[src/rtl/ddiv_pkg.sv]
package ddiv_pkg;
  function automatic int div_depth(input int w);
    return ((w >> 1) < 1) ? 1 : (w >> 1);
  endfunction

  function automatic int bits_per_stage(input int w);
    int d;
    d = div_depth(w);
    return (w + d - 1) / d;
  endfunction

  function automatic int depth_width(input int w);
    int d;
    d = div_depth(w);
    return ($clog2(d + 1) < 1) ? 1 : $clog2(d + 1);
  endfunction
endpackage

[src/rtl/ddiv_step.sv]
module ddiv_step #(
  parameter int WIDTH     = 8,
  parameter int BPS       = 2,
  parameter int FIRST_IDX = 0
) (
  input  logic             clk,
  input  logic [WIDTH-1:0] rem_i,
  input  logic [WIDTH-1:0] quo_i,
  input  logic [WIDTH-1:0] dvd_i,
  input  logic [WIDTH-1:0] dvs_i,
  output logic [WIDTH-1:0] rem_o,
  output logic [WIDTH-1:0] quo_o,
  output logic [WIDTH-1:0] dvd_o,
  output logic [WIDTH-1:0] dvs_o
);
  logic [WIDTH-1:0] r_n, q_n, d_n;
  logic [WIDTH:0]   trial;

  // Restoring division: each step moves one dividend bit into the partial remainder
  always_comb begin
    r_n   = rem_i;
    q_n   = quo_i;
    d_n   = dvd_i;
    trial = '0;
    for (int k = 0; k < BPS; k++) begin
      if (FIRST_IDX + k < WIDTH) begin
        trial = {r_n, d_n[WIDTH-1]};
        d_n   = d_n << 1;
        q_n   = q_n << 1;
        if (trial >= {1'b0, dvs_i}) begin
          trial  = trial - {1'b0, dvs_i};
          q_n[0] = 1'b1;
        end
        r_n = trial[WIDTH-1:0];
      end
    end
  end

  always_ff @(posedge clk) begin
    rem_o <= r_n;
    quo_o <= q_n;
    dvd_o <= d_n;
    dvs_o <= dvs_i;
  end
endmodule

[src/rtl/ddiv_align.sv]
module ddiv_align #(
  parameter int WIDTH = 8,
  parameter int DEPTH = 4
) (
  input  logic             clk,
  input  logic             rst,
  input  logic             v_i,
  input  logic [WIDTH-1:0] x_i,
  input  logic             dz_i,
  output logic             v_o,
  output logic [WIDTH-1:0] x_o,
  output logic             dz_o
);
  logic [DEPTH-1:0]            v_sr;
  logic [DEPTH-1:0][WIDTH-1:0] x_sr;
  logic [DEPTH-1:0]            dz_sr;

  always_ff @(posedge clk) begin
    if (rst) v_sr[0] <= 1'b0;
    else     v_sr[0] <= v_i;
    x_sr[0]  <= x_i;
    dz_sr[0] <= dz_i;
  end

  for (genvar s = 1; s < DEPTH; s++) begin : g_tap
    always_ff @(posedge clk) begin
      if (rst) v_sr[s] <= 1'b0;
      else     v_sr[s] <= v_sr[s-1];
      x_sr[s]  <= x_sr[s-1];
      dz_sr[s] <= dz_sr[s-1];
    end
  end

  assign v_o  = v_sr[DEPTH-1];
  assign x_o  = x_sr[DEPTH-1];
  assign dz_o = dz_sr[DEPTH-1];
endmodule

[src/rtl/ddiv_top.sv]
module ddiv_top
  import ddiv_pkg::*;
#(
  parameter int WIDTH = 8,
  parameter int LAT_W = depth_width(WIDTH)
) (
  input  logic             clk,
  input  logic             rst,
  input  logic             in_valid,
  input  logic [WIDTH-1:0] x_in,
  input  logic [WIDTH-1:0] y_in,
  input  logic [WIDTH-1:0] z_in,
  output logic             out_valid,
  output logic [WIDTH:0]   sum_out,
  output logic             div_zero,
  output logic [LAT_W-1:0] latency_out
);
  localparam int LAT = div_depth(WIDTH);
  localparam int BPS = bits_per_stage(WIDTH);

  logic [LAT:0][WIDTH-1:0] rem_c, quo_c, dvd_c, dvs_c;
  logic             al_v, al_dz;
  logic [WIDTH-1:0] al_x;
  logic             dz_q;

  assign rem_c[0] = '0;
  assign quo_c[0] = '0;
  assign dvd_c[0] = y_in;
  assign dvs_c[0] = z_in;

  for (genvar s = 0; s < LAT; s++) begin : g_div
    ddiv_step #(
      .WIDTH(WIDTH), .BPS(BPS), .FIRST_IDX(s * BPS)
    ) u_step (
      .clk(clk),
      .rem_i(rem_c[s]),   .quo_i(quo_c[s]),
      .dvd_i(dvd_c[s]),   .dvs_i(dvs_c[s]),
      .rem_o(rem_c[s+1]), .quo_o(quo_c[s+1]),
      .dvd_o(dvd_c[s+1]), .dvs_o(dvs_c[s+1])
    );
  end

  ddiv_align #(.WIDTH(WIDTH), .DEPTH(LAT)) u_align (
    .clk(clk), .rst(rst),
    .v_i(in_valid), .x_i(x_in), .dz_i(z_in == '0),
    .v_o(al_v), .x_o(al_x), .dz_o(al_dz)
  );

  always_ff @(posedge clk) begin
    if (rst) out_valid <= 1'b0;
    else     out_valid <= al_v;
    if (al_v && !rst) begin
      sum_out <= {1'b0, al_x} + {1'b0, quo_c[LAT]};
      dz_q    <= al_dz;
    end
  end

  assign div_zero    = dz_q & out_valid;
  assign latency_out = LAT_W'(LAT);
endmodule

[config.mk]
export PLATFORM = sky130hd
export DESIGN_NAME = ddiv_top
export DESIGN_NICKNAME = d
export VERILOG_FILES = /design/src/rtl/ddiv_pkg.sv /design/src/rtl/ddiv_step.sv /design/src/rtl/ddiv_align.sv /design/src/rtl/ddiv_top.sv
export SDC_FILE = /design/constraint.sdc
export NUM_CORES = 1
export LEC_CHECK = 0
export CORE_MARGIN = 5
export CORE_UTILIZATION = 50
export CTS_BUF_LIST = sky130_fd_sc_hd__clkbuf_4 sky130_fd_sc_hd__clkbuf_8 sky130_fd_sc_hd__clkbuf_16
export DETAILED_ROUTE_END_ITERATION = 16
export DONT_BUFFER_PORTS = 1
export SYNTH_ARGS = -nofsm -noshare
export SYNTH_HDL_FRONTEND = slang
export SYNTH_SLANG_ARGS = --single-unit
[constraint.sdc]
create_clock -name clk -period 5.75 [get_ports clk]
set_clock_uncertainty 0.15 [all_clocks]
set_input_delay 1.15 -clock clk [delete_from_list [all_inputs] [get_ports clk]]
set_output_delay 1.15 -clock clk [all_outputs]
set_load 0.1 [all_outputs]
Word level (Yosys, flattened, before mapping)
Index checks and enable logic that the tools add are counted. Widths: inputs -> output; s select.

Reductions and logical operators: 3. Add/subtract/negate cells: 8. Bitwise gates (word level): 1. Multiplexer cells: 15. Order comparisons: 8.

Operator list (count): $ge 9x8->1 (7); $mux 8 (7); $sub 8x8->8 (6); $add 8x8->9 (1); $ge 1x8->1 (1); $logic_not 8->1 (1); $mux 1 (8); $sub 1x8->8 (1); $and 1x1->1 (1); $logic_and 1x1->1 (1); $logic_not 1->1 (1).

Input port bits: 27. Output and inout port bits: 14. Word-level logic and storage cells: 63. Register bits: 131.

Logic depth before layout (Yosys ltp)
Depth after elaboration: 4. Depth in mapped cells: 20. Mapped depth without buffers: 19.

Hierarchy
From an unflattened synthesis, not the netlist that was laid out.

Cell total of the unflattened synthesis: 724. Area, all modules: 7927.6 µm².

Modules (own cells, without submodules): ddiv_step (g_div[1].u_step ...) (sequential area each 600.6 µm², times used 2, cells an instance 150, area each 1575.3 µm²); ddiv_step (g_div[0].u_step) (sequential area each 600.6 µm², times used 1, cells an instance 154, area each 1621.6 µm²); ddiv_step (g_div[2].u_step) (sequential area each 600.6 µm², times used 1, cells an instance 154, area each 1557.7 µm²); ddiv_align (sequential area each 800.8 µm², times used 1, cells an instance 52, area each 885.8 µm²); ddiv_top (sequential area each 320.3 µm², times used 1, cells an instance 64, area each 711.9 µm²).

Least setup slack after synthesis
No wires, ideal clock.

Kind: reg-to-reg. Start: register g_div[0].u_step.dvs_o[6]. End: register g_div[1].u_step.rem_o[1]. Setup time: 121 ps. Clock period less this slack: 3937 ps. Cell stages (with the launch flop): 17. Arrival: 3666 ps. Buffers on the path: 1. Required time: 5479 ps. Setup slack: 1813 ps. Cell sequence: dfxtp_1 inv_1 ha_1 a21o_1 a2111oi_4 and2b_4 inv_4 a21oi_1 ha_1 nor2b_1 o31a_1 o31a_1 o21ai_0 a21boi_0 and2b_1 buf_6 mux2_4.

Cells in the longest elaborated chain, start to end: 4. Elaborated cells between the ends (all ways): 6. Classes of those cells: add/sub: 2; order compare: 2; mux: 2.

Ends and longest elaborated chain: start, declared (RTL line ddiv_step.sv:14) `output logic [WIDTH-1:0] dvs_o`; start signal, assigned (RTL line ddiv_step.sv:43) `dvs_o <= dvs_i;`; $ge 9x8->1 or $sub 8x8->8 (tied branches) (RTL line ddiv_step.sv:30, ddiv_step.sv:31); $mux 8 (RTL line ddiv_step.sv:30) `if (trial >= {1'b0, dvs_i}) begin`; $sub 8x8->8 or $ge 9x8->1 (tied branches) (RTL line ddiv_step.sv:31, ddiv_step.sv:30); $mux 8 * (RTL line ddiv_step.sv:30); net g_div[1].u_step.trial[1] (RTL line ddiv_step.sv:17) `logic [WIDTH:0] trial;`; end signal, assigned (RTL line ddiv_step.sv:40) `rem_o <= r_n;`; end, declared (RTL line ddiv_step.sv:11) `output logic [WIDTH-1:0] rem_o,`.

The timed path passes the listed nets; every way through them passes the cells marked *. A chain may end at the register's enable or synchronous reset.

Worst setup path after layout
Start: register g_div[0].u_step.dvs_o[1]. End: register g_div[1].u_step.rem_o[1].

Same word-level chain as after synthesis.

==> summary.md <==
The flow ran to the end, and the final reports show no timing, DRC or antenna violations. Largest area contributor in the netlist: dfxtp_1. Measured along the y axis, the die boundary spans 120 um. The tools report the worst slew margin relative to its limit as 36.5%.

The clock buffer count from CTS was 17. The cell area after synthesis is 6020 um^2, and the top-area cell type share of the netlist area is 40.2%. The number of sinks on the clock net was 131; the power density relative to cell area was 441 nW/um^2. The number of buffers inserted to repair setup after CTS was 0; the minimum setup slack after placement was 1.21 ns.

The worst setup path is of the flip-flop to flip-flop kind. The clock-pin slew of the registers on the worst-case setup and hold paths is 0.06 ns, and the critical path's largest stage delay is 0.48 ns. The tools report the number of global-route vias before repair as 4,059. Registers take 2720 um^2. Yosys attributes the largest share of cell area to dfxtp_1 40%, ha_1 14%, edfxtp_1 5.0%.

The run gives 5.90 ns as the critical path data required time. Summing all multi-input logic gate instances after layout gives 3010 um^2. For the part of the Yosys area used for sequential elements, the log shows 45.2%.

The core region is 11,900 um^2. The sum of negative setup slack came out at 0 ns. In the layout the commonest cells are 121 x dfxtp_1, 66 x ha_1, 63 x inv_1, 33 x a21oi_1, 31 x nor2_1. In this run the tool buffered the top-level ports with 0 buffer cells.

After legalization and detailed placement, the total HPWL measured 8930 um. The routed length per instance was 15.0 um; the total vias in the final route was 3,904. Averaged over all synthesized cells, the footprint is 10.5 um^2. Total power for the finished layout comes to 2.98 mW.

The cell with the largest stage delay on the worst path was and2b_1. The clock network is responsible for 35.1% of the overall power. The number of antenna violations at the first check in global routing was 0; the highest fanout seen on the critical path was 8. The tools report the final-report max-slew violation count as 0. The synthesis-to-layout area growth was 12.0%; the count of cell types in the netlist was 57. Global routing finished with a remaining overflow of 0. The final layout contains routed wiring with a total length of 11,200 um. The critical path capture point type is a flip-flop. The final setup violation count is 0, and the relative contribution of sequential cells to total power is 36.0%. Once placement completed, the tool counted placed cells totaling 717.

The number of buffers added to fix hold violations after cts is 0, and the clock tree buffer depth is 2. The number of gates resized after CTS is 0. Setup repair after global routing left no endpoint under its margin.

The die covers 14,300 um^2. The clock latency on the worst-skew pair is 0.41 ns. For the fraction of power consumed by combinational cells, the log shows 28.9%.

In the final design database the tool counted 689 nets. For the post-route core utilization, the log shows 56.7%. The sort of element at the start of the critical path is a flip-flop. The tools report the post-layout instance count excluding filler cells as 749. Of the available clock period, the critical path in the final layout requires 78.9%.

Commonest non-fill, non-tap cell in the layout: dfxtp_1. At the pin with the least slew margin, the transition time is 0.952 ns. After the first detailed-routing iteration, the DRC count stood at 163. Top-level I/O count: 41. The H-tree was split into 4 levels. STA puts the critical path data arrival time at 4.69 ns. The switching power as a share of total power is 30.4%.

TritonCTS built the clock tree. Setup slack on the critical path of the routed design comes to 1.22 ns. Walking the worst path, the cells encountered are inv_1 -> ha_1 -> nor2b_1 -> o31ai_1 -> a31oi_1 -> and2b_4 -> inv_4 -> a21oi_1 -> ha_1 -> nor2b_1 -> o31a_1 -> o31a_1 -> o21ai_0 -> a21boi_0 -> and2b_1 -> mux2_4. The count of mapped cells out of synthesis is 575, and the total number of yosys warnings is 0.

For this run, design rule violations remaining after detail routing come to 0. The number of antenna diodes in the final layout is 0. The worst path in the final design needs a cycle of 4.53 ns, including I/O delays and setup. Routability-driven placement finished with a final weighted congestion of 0.830. The fraction of layout instances using a drive strength above 1 was 12.0%; the first-pass detailed-route iteration total was 4.

The maximum operating frequency came out at 0.221 GHz. The static leakage is 3.11 nW. The number of filler cells placed in the layout is 1,087, and the via density per instance is 5.21. The number of enable-type register cells in the synthesized netlist came out at 10. The first global-routing pass estimated 19,400 um of wire. In this run the core area contains 40 standard-cell rows. Once the floorplan was initialized, standard cells occupied 50.6% of the core.

Clock tree synthesis selected as its root buffer the cell clkbuf_16. The tools report the number of failing hold endpoints at the final stage as 0. The internal power of the cells totals 2.07 mW. After synthesis the netlist holds a flip-flop and latch count of 131.

For the maximum number of pins on one net before global-route repair, the log shows 17. The tools report the overall fraction of global-route tracks in use as 17.1%. The switching power total is 906 uW, and the share of synthesized flip-flops with an asynchronous set or reset is 0%. In this run the worst hold path is classified as flip-flop to flip-flop. Width of the chip: 120 um.

The number of violations of the max-capacitance limit is 0. VDD sags by at most 0.000247 V. Among all flip-flop cells after synthesis, the most frequent one is dfxtp_1.

The remaining antenna violation count after routing is 0.
metrics by stage:
step                hold WS [ns]  instance area [um^2]
floorplan                  0.160                  6030
global placement           0.160                  6160
global route               0.179                  6750
detailed placement         0.162                  6160
CTS                        0.173                  6750
finish                     0.172                  6750
synth_stat cells, types with 6 or more instances:
cell type and number:
a211oi_1 7, a21o_1 15, a21oi_1 33, dfxtp_1 121
edfxtp_1 10, fa_1 7, ha_1 66, inv_1 63
mux2_2 17, mux2_4 6, mux2i_1 6, nand2_1 22
nand4_1 10, nor2_1 31, nor2b_1 16, nor3_1 9
o21a_1 11, o21ai_0 28, xnor2_1 21, xor2_1 11
layer usage:
layer | global-route usage (%) | wire [um] | up-vias
met4 | 6.73 | 247 | 0
met3 | 5.14 | 390 | 22
met2 | 30.4 | 5830 | 62
met5 | 0 | 0 | -
li1 | - | - | 2016
met1 | 19.1 | 4750 | 1804
registers in the layout, indices dropped and copies added, names as in the netlist:
name                count
g_div.u_step.dvs_o     24
g_div.u_step.rem_o     24
u_align.x_sr           24
g_div.u_step.quo_o     20
g_div.u_step.dvd_o     12
sum_out                 9
u_align.x_o             8
u_align.dz_sr           3
u_align.v_sr            3
dz_q                    1
out_valid               1
u_align.dz_o            1
u_align.v_o             1
worst paths after layout:
kind,from,endpoint,slack (ns),depth (start not counted)
max reg2reg,g_div[0].u_step.dvs_o[1],g_div[1].u_step.rem_o[1],1.22,16
max,g_div[0].u_step.dvs_o[1],g_div[1].u_step.rem_o[1],1.22,16
min,u_align.x_sr[5],u_align.x_sr[13],0.17,0
min reg2reg,u_align.x_sr[5],u_align.x_sr[13],0.17,0
power by group through the flow:
stage | registers, mW | clock network (mW) | logic (mW)
4_1_cts | 1.07 | 1.07 | 0.863
3_5_place_dp | 1.09 | 0 | 0.851
3_3_place_gp | 1.09 | 0 | 0.832
6_report | 1.07 | 1.05 | 0.860
5_1_grt | 1.08 | 1.12 | 0.973
2_1_floorplan | 1.07 | 0 | 0.714
logic make-up after synthesis:
family / share of synthesized area [%]
flip-flops: 45.2
AND/OR/NAND/NOR: 10.4
multiplexers: 5.86
AO/OA/AOI/OAI: 12.8
adder cells (fa/ha/maj): 16.0
buffers and inverters: 4.94
other: 0.125
XOR/XNOR: 4.65
worst max-delay path: cells and delay by family (launching register included):
family                   cells  cell delay, ns
AO/OA/AOI/OAI                7            1.68
AND/OR/NAND/NOR              4            1.09
adder cells (fa/ha/maj)      2            0.64
flip-flops                   1            0.33
multiplexers                 1            0.33
buffers and inverters        2            0.20
final cells by class:
class,instances,share of cell area (%)
inverter,64,3.60
tap,147,2.72
clock buffer,18,6.67
timing repair buffer,1,0.111
multi-input combinational,374,44.6
sequential,131,40.3
clock inverter,14,2.00
(Power assumes the default switching activity.)
